## src/rtl/txg_pkg.sv

```systemverilog
package txg_pkg;

  function automatic int cnt_w(input int limit);
    return (limit < 2) ? 1 : $clog2(limit + 1);
  endfunction

  function automatic int unsigned sat_next(input int unsigned cur, input int unsigned top);
    return (cur >= top) ? top : cur + 1;
  endfunction

  function automatic logic reached(input int unsigned cur, input int unsigned limit);
    return (cur + 1) >= limit;
  endfunction

endpackage

```

## src/rtl/txg_sync.sv

```systemverilog
module txg_sync #(
  parameter int WIDTH  = 2,
  parameter int STAGES = 2
) (
  input  logic             clk,
  input  logic             rst_n,
  input  logic [WIDTH-1:0] d_i,
  output logic [WIDTH-1:0] q_o
);
  genvar g;
  generate
    for (g = 0; g < WIDTH; g++) begin : g_bit
      logic [STAGES-1:0] chain_q;
      always_ff @(posedge clk or negedge rst_n) begin
        if (!rst_n) chain_q <= '1;
        else if (STAGES == 1) chain_q <= d_i[g];
        else chain_q <= {chain_q[STAGES-2:0], d_i[g]};
      end
      assign q_o[g] = chain_q[STAGES-1];
    end
  endgenerate
endmodule

```

## src/rtl/txg_timer.sv

```systemverilog
module txg_timer
  import txg_pkg::*;
#(
  parameter int LIMIT = 4,
  parameter bit HOLD  = 1'b0
) (
  input  logic clk,
  input  logic rst_n,
  input  logic clr_i,
  input  logic run_i,
  output logic done_o
);
  localparam int W = cnt_w(LIMIT);
  localparam int unsigned TOP = LIMIT;

  logic [W-1:0] cnt_q;
  logic [W-1:0] cnt_d;

  always_comb begin
    if (clr_i) cnt_d = '0;
    else if (run_i) cnt_d = W'(sat_next(int'(cnt_q), TOP));
    else if (HOLD) cnt_d = cnt_q;
    else cnt_d = '0;
  end

  always_ff @(posedge clk or negedge rst_n) begin
    if (!rst_n) cnt_q <= '0;
    else cnt_q <= cnt_d;
  end

  assign done_o = run_i && !clr_i && reached(int'(cnt_q), TOP);
endmodule

```

## src/rtl/txg_ctrl.sv

```systemverilog
module txg_ctrl (
  input  logic clk,
  input  logic rst_n,
  input  logic hold_i,
  input  logic bc_trip_i,
  input  logic low_trip_i,
  input  logic ena_done_i,
  output logic en_o
);
  typedef enum logic {ST_OFF = 1'b0, ST_ON = 1'b1} st_e;
  st_e st_q, st_d;

  always_comb begin
    st_d = st_q;
    if (!hold_i) begin
      case (st_q)
        ST_ON:  if (bc_trip_i || low_trip_i) st_d = ST_OFF;
        ST_OFF: if (ena_done_i) st_d = ST_ON;
        default: st_d = ST_OFF;
      endcase
    end
  end

  always_ff @(posedge clk or negedge rst_n) begin
    if (!rst_n) st_q <= ST_OFF;
    else st_q <= st_d;
  end

  assign en_o = (st_q == ST_ON);
endmodule

```

## src/rtl/txguard_top.sv

```systemverilog
module txguard_top #(
  parameter int BC_CYC      = 4,
  parameter int ENA_CYC     = 6,
  parameter int LOW_CYC     = 9,
  parameter int REC_CYC     = 3,
  parameter int SYNC_STAGES = 2
) (
  input  logic clk,
  input  logic rst_n,
  input  logic txd_i,
  input  logic bus_i,
  input  logic ovr_active_i,
  input  logic ovr_level_i,
  output logic tx_en_o,
  output logic drv_o,
  output logic rx_o,
  output logic stat_o,
  output logic stat_oe_o
);
  localparam int NSIG = 2;

  logic [NSIG-1:0] sync_q;
  logic txd_s, bus_s, txd_d;
  logic fall_ev, armed_q;
  logic checks_on, en_q;
  logic mism_run, low_run, hi_run, ena_run, low_clr;
  logic bc_trip, low_trip, rec_done, ena_done;

  txg_sync #(.WIDTH(NSIG), .STAGES(SYNC_STAGES)) u_sync (
    .clk(clk), .rst_n(rst_n), .d_i({bus_i, txd_i}), .q_o(sync_q)
  );
  assign txd_s = sync_q[0];
  assign bus_s = sync_q[1];

  always_ff @(posedge clk or negedge rst_n) begin
    if (!rst_n) txd_d <= 1'b1;
    else txd_d <= txd_s;
  end
  assign fall_ev   = txd_d && !txd_s;
  assign checks_on = !ovr_active_i;

  // bit-compare: consecutive mismatch while enabled
  assign mism_run = checks_on && en_q && (txd_s != bus_s);
  txg_timer #(.LIMIT(BC_CYC), .HOLD(1'b0)) u_bc (
    .clk(clk), .rst_n(rst_n), .clr_i(1'b0), .run_i(mism_run), .done_o(bc_trip)
  );

  // recovery pulse: consecutive high on txd
  assign hi_run = checks_on && txd_s;
  txg_timer #(.LIMIT(REC_CYC), .HOLD(1'b0)) u_rec (
    .clk(clk), .rst_n(rst_n), .clr_i(1'b0), .run_i(hi_run), .done_o(rec_done)
  );

  // constant-low: accumulates low time after a falling edge
  assign low_clr = !checks_on || !en_q || rec_done;
  always_ff @(posedge clk or negedge rst_n) begin
    if (!rst_n) armed_q <= 1'b0;
    else if (low_clr) armed_q <= 1'b0;
    else if (fall_ev) armed_q <= 1'b1;
  end
  assign low_run = checks_on && en_q && !txd_s && (armed_q || fall_ev);
  txg_timer #(.LIMIT(LOW_CYC), .HOLD(1'b1)) u_low (
    .clk(clk), .rst_n(rst_n), .clr_i(low_clr), .run_i(low_run), .done_o(low_trip)
  );

  // re-enable: both high while disabled
  assign ena_run = checks_on && !en_q && txd_s && bus_s;
  txg_timer #(.LIMIT(ENA_CYC), .HOLD(1'b0)) u_ena (
    .clk(clk), .rst_n(rst_n), .clr_i(1'b0), .run_i(ena_run), .done_o(ena_done)
  );

  txg_ctrl u_ctrl (
    .clk(clk), .rst_n(rst_n), .hold_i(ovr_active_i),
    .bc_trip_i(bc_trip), .low_trip_i(low_trip), .ena_done_i(ena_done),
    .en_o(en_q)
  );

  assign tx_en_o   = ovr_active_i ? !ovr_level_i : en_q;
  assign drv_o     = tx_en_o && !txd_s;
  assign rx_o      = bus_s;
  assign stat_o    = !en_q;
  assign stat_oe_o = !ovr_active_i;
endmodule

```

## config.mk

```make
export PLATFORM = sky130hd
export DESIGN_NAME = txguard_top
export DESIGN_NICKNAME = d
export VERILOG_FILES = /design/src/rtl/txg_pkg.sv /design/src/rtl/txg_sync.sv /design/src/rtl/txg_timer.sv /design/src/rtl/txg_ctrl.sv /design/src/rtl/txguard_top.sv
export SDC_FILE = /design/constraint.sdc
export NUM_CORES = 1
export LEC_CHECK = 0
export ABC_CLOCK_PERIOD_IN_PS = 2000
export BUFFER_PORTS_ARGS = -buffer_cell sky130_fd_sc_hd__buf_2
export CORE_AREA = 2 2 44 46
export CTS_CLUSTER_DIAMETER = 80
export DETAILED_ROUTE_END_ITERATION = 8
export DIE_AREA = 0 0 46 48
export PLACE_DENSITY = 0.8
export SETUP_SLACK_MARGIN = 0.5
export SYNTH_ARGS = -nofsm -noshare
export SYNTH_HDL_FRONTEND = slang
export SYNTH_SLANG_ARGS = --single-unit
```

## constraint.sdc

```tcl
create_clock -name clk -period 2 [get_ports clk]
set_clock_uncertainty 0.15 [all_clocks]
set_input_delay 0.1 -clock clk [delete_from_list [all_inputs] [get_ports clk]]
set_output_delay 0.1 -clock clk [all_outputs]
set_load 0.005 [all_outputs]
```

==> metrics.md <==
| Metric | Value |
|---|---|
| Status | completed |
| CP Capture Type | flop |
| XOR/XNOR Fraction of Synth Area | 0.00950 |
| Clock Latency Late Sink | 300 ps |
| Diodes inserted | 0 |
| Vias per std cell | between 5 and 6 |
| Initial antenna violation count | 0 |
| CP startpoint kind | flop |
| Final wirelength | 2040 um |
| Root buffer cell | clkbuf_4 |
| Die W | about 46 um |
| Largest family of logic cells by synthesized area | simple AND/OR/NAND/NOR gates |
| Busiest grt layer | met2 |
| CTS buffer count | 3 |
| FF-to-FF Start | txd_d |
| Period utilisation layout | 0.851 |
| Total GRT Usage | 0.207 |
| Post-synthesis net count | ~100 |
| Max-cap violations | 0 |
| Synth-to-Final Area Change | 30.9% |
| Drt pass-1 iters | 4 |
| M1 GR Usage | 0.266 |
| Critical-path top delay cell | dfstp_2 |
| Synth Area in Simple Gates | 0.175 |
| Residual DRC | 0 |
| Core Area | around 1700 um^2 |
| Worst-path cell chain | nor2_1, or3_4, and3_4, a221o_1 |
| Layout cells sized above 1 | 0.360 |
| Arrival @ worst endpoint | about 1800 ps |
| DP Cell Count | 114 |
| Fin nets | approximately 130 |
| Post-Synth Adder-Cell Area | 0.109 |
| Final worst setup slack | ~300 ps |
| Worst Path Max Fanout | 5 |
| Compound-cell area share of the yosys netlist | 0.148 |
| Syn avg cell area | 10.6 um^2 |
| Synth area leader | dfrtp_1 |
| Synth top area cells | dfrtp_1, dfstp_2, ha_1, a21oi_1, inv_1 |
| Max VDD drop | roughly 500 uV |
| Num rows | 15 |
| Commonest non-fill, non-tap cells in the layout | dfrtp_1, buf_2, nor2_1, buf_4, inv_1 |
| Critical path type | reg -> reg |
| Syn Inst Count | a little under 90 |
| Post-synthesis mux area share | 0 |
| Mapped Area | 922 um^2 |
| PortBufs | 10 |
| Die Ht | between 40 and 50 um |
| Clock sinks | 19 |
| Placement-stage cell area | just under 1000 um^2 |
| Synth warnings | 0 |
| Non-Filler Instances | 131 |
| Post-DRT Antenna Nets | 0 |
| Die area | around 2200 um^2 |
| Final instance area | 1210 um^2 |
| Cell family with most CP delay | simple AND/OR/NAND/NOR gates |
| Sequential share of the synthesized area | 0.522 |
| WP buf/inv | 0 |
| Commonest non-fill, non-tap cell in the layout | dfrtp_1 |
| Tmin final | around 1700 ps |
| Yosys cell types | 29 |
| GPL Wtd Cong | 0.737 |
| Leak Pwr | between 0.0005 and 0.0006 uW |
| DP HPWL | between 1000 and 1500 um |
| Pre-CTS setup slack | ~260 ps |
| Maximum number of pins on one net before global-route repair | 20 |
| Clock buffer depth | 2 |
| Total I/O pin count | 11 |
| Initial Util | 0.546 |
| GRT overflow | 0 |
| Hold Crit Start | ovr_active_i |
| Vias in the first global route | ~690 |
| Req. time, crit path | just over 2000 ps |
| #FFs+latches synth | 19 |
| Post-synth top area share | 0.380 |
| CTS clock-pin slew for the worst setup and hold paths | 100 ps |
| RSZ-0062 raised after global routing | true |
| Worst Tran Pin Value | 408 ps |
| Global Route met3 Usage | 0.0226 |
| WL/cell | 15.6 um |
| Critical Path Start | txd_d |
| FMAX | just under 600 MHz |
| Power per standard cell area | about 530 nW/um^2 |
| DR iter-0 viols | 19 |
| H-tree depth | 1 |
| Setup violators final | 0 |
| Met2 Usage GRT | 0.347 |
| CTS tree | yes |
| Max_slew headroom | 0.728 |
| Final TNS setup | 0 ps |
| Worst Hold Class | in -> reg |
| Via count | 730 |
| CP peak stage delay | approximately 540 ps |
| Slew Limit Fails | 0 |
| Global-route wire length before repair | 3090 um |
| Final hold violation count | 0 |
==> per-stage QoR <==
| step | hold slack (ps) | total power (uW) | util |
|---|---|---|---|
| final | 73.1 | 638 | 0.715 |
| after global routing | 101 | 659 | 0.715 |
| after CTS | 47.0 | 637 | 0.680 |
| after detailed placement | -98.6 | 440 | 0.588 |
| after global placement | -101 | 439 | 0.588 |
| after floorplan | -346 | 421 | - |
==> tightest hold or removal path, delay by kind of cell <==
kind,cells,cell delay [ps]
buffers and inverters,2,180
and+or+nand+nor,1,160
AOI/OAI and AO/OA,1,60
==> path summary, 6_finish.rpt <==
path	endpoint	slack [ps]	cells after the start
min in group asynchronous	u_ena.cnt_q[2]	100	2
setup / recovery	u_low.cnt_q[2]	300	4
hold / removal	u_ena.cnt_q[1]	70	4
max in group asynchronous	txd_d	1280	2
setup reg to reg	u_low.cnt_q[2]	300	4
hold reg to reg	u_sync.g_bit[1].chain_q[1]	210	0
==> routing by layer <==
metal / vias to the layer above / routed length, um
met3: 4 / 84
met4: 0 / 36
met5: - / 0
met2: 24 / 1020
met1: 347 / 897
li1: 355 / -
==> cells in the mapped netlist, drive strengths merged <==
library cell,count
nand2b,2
nand3,2
and2b,2
a2111oi,1
o21a,1
o31ai,1
a21oi,7
nand4,1
nor3,2
dfrtp,14
nor2b,2
nor3b,2
inv,9
o2bb2ai,1
a31oi,2
nand2,6
dfstp,5
a221o,1
o21ai,2
a2bb2oi,1
ha,8
and3,1
or3,1
nor2,9
o32ai,1
a311o,1
a22o,1
xor2,1
==> what timing repair did <==
action | CTS | global route
endpoints found under the hold margin | 24 | 0
hold buffers | 5 | 0
buffers inserted | 5 | 3
gates cloned | 0 | 0
resized for setup | 9 | 7
pin swaps | 8 | 6
endpoints found under the setup margin | 3 | 6
==> final cells by class <==
cell class / instances / area [um^2]
clock inverter: 1 / 5.00
sequential: 19 / 482
inverter: 9 / 33.8
multi-input combinational: 59 / 480
tap: 17 / 21.3
timing repair buffer: 23 / 163
fill: 106 / 482
clock buffer: 3 / 22.5
==> power by group <==
group,internal (uW),switching (uW),total (uW)
sequential,396,6.64,403
clock,74.8,121,196
combinational,18.1,20.4,38.4
==> flip-flops by register name, summed over array words and instances (netlist names) <==
register	flops
u_ctrl.en_o	1
u_ena.cnt_q	3
u_sync.g_bit.chain_q	4
u_rec.cnt_q	2
txd_d	1
u_bc.cnt_q	3
armed_q	1
u_low.cnt_q	4
==> kinds of logic (layout without fill, tap and decap cells) <==
| group | Yosys count | count (layout) |
|---|---|---|
| compound gates | 20 | 20 |
| xor+xnor | 1 | 1 |
| fa+ha+maj | 8 | 8 |
| buf+inv | 9 | 36 |
| flops | 19 | 19 |
| simple gates | 30 | 30 |
No activity file was read; power rests on OpenSTA's default activity.
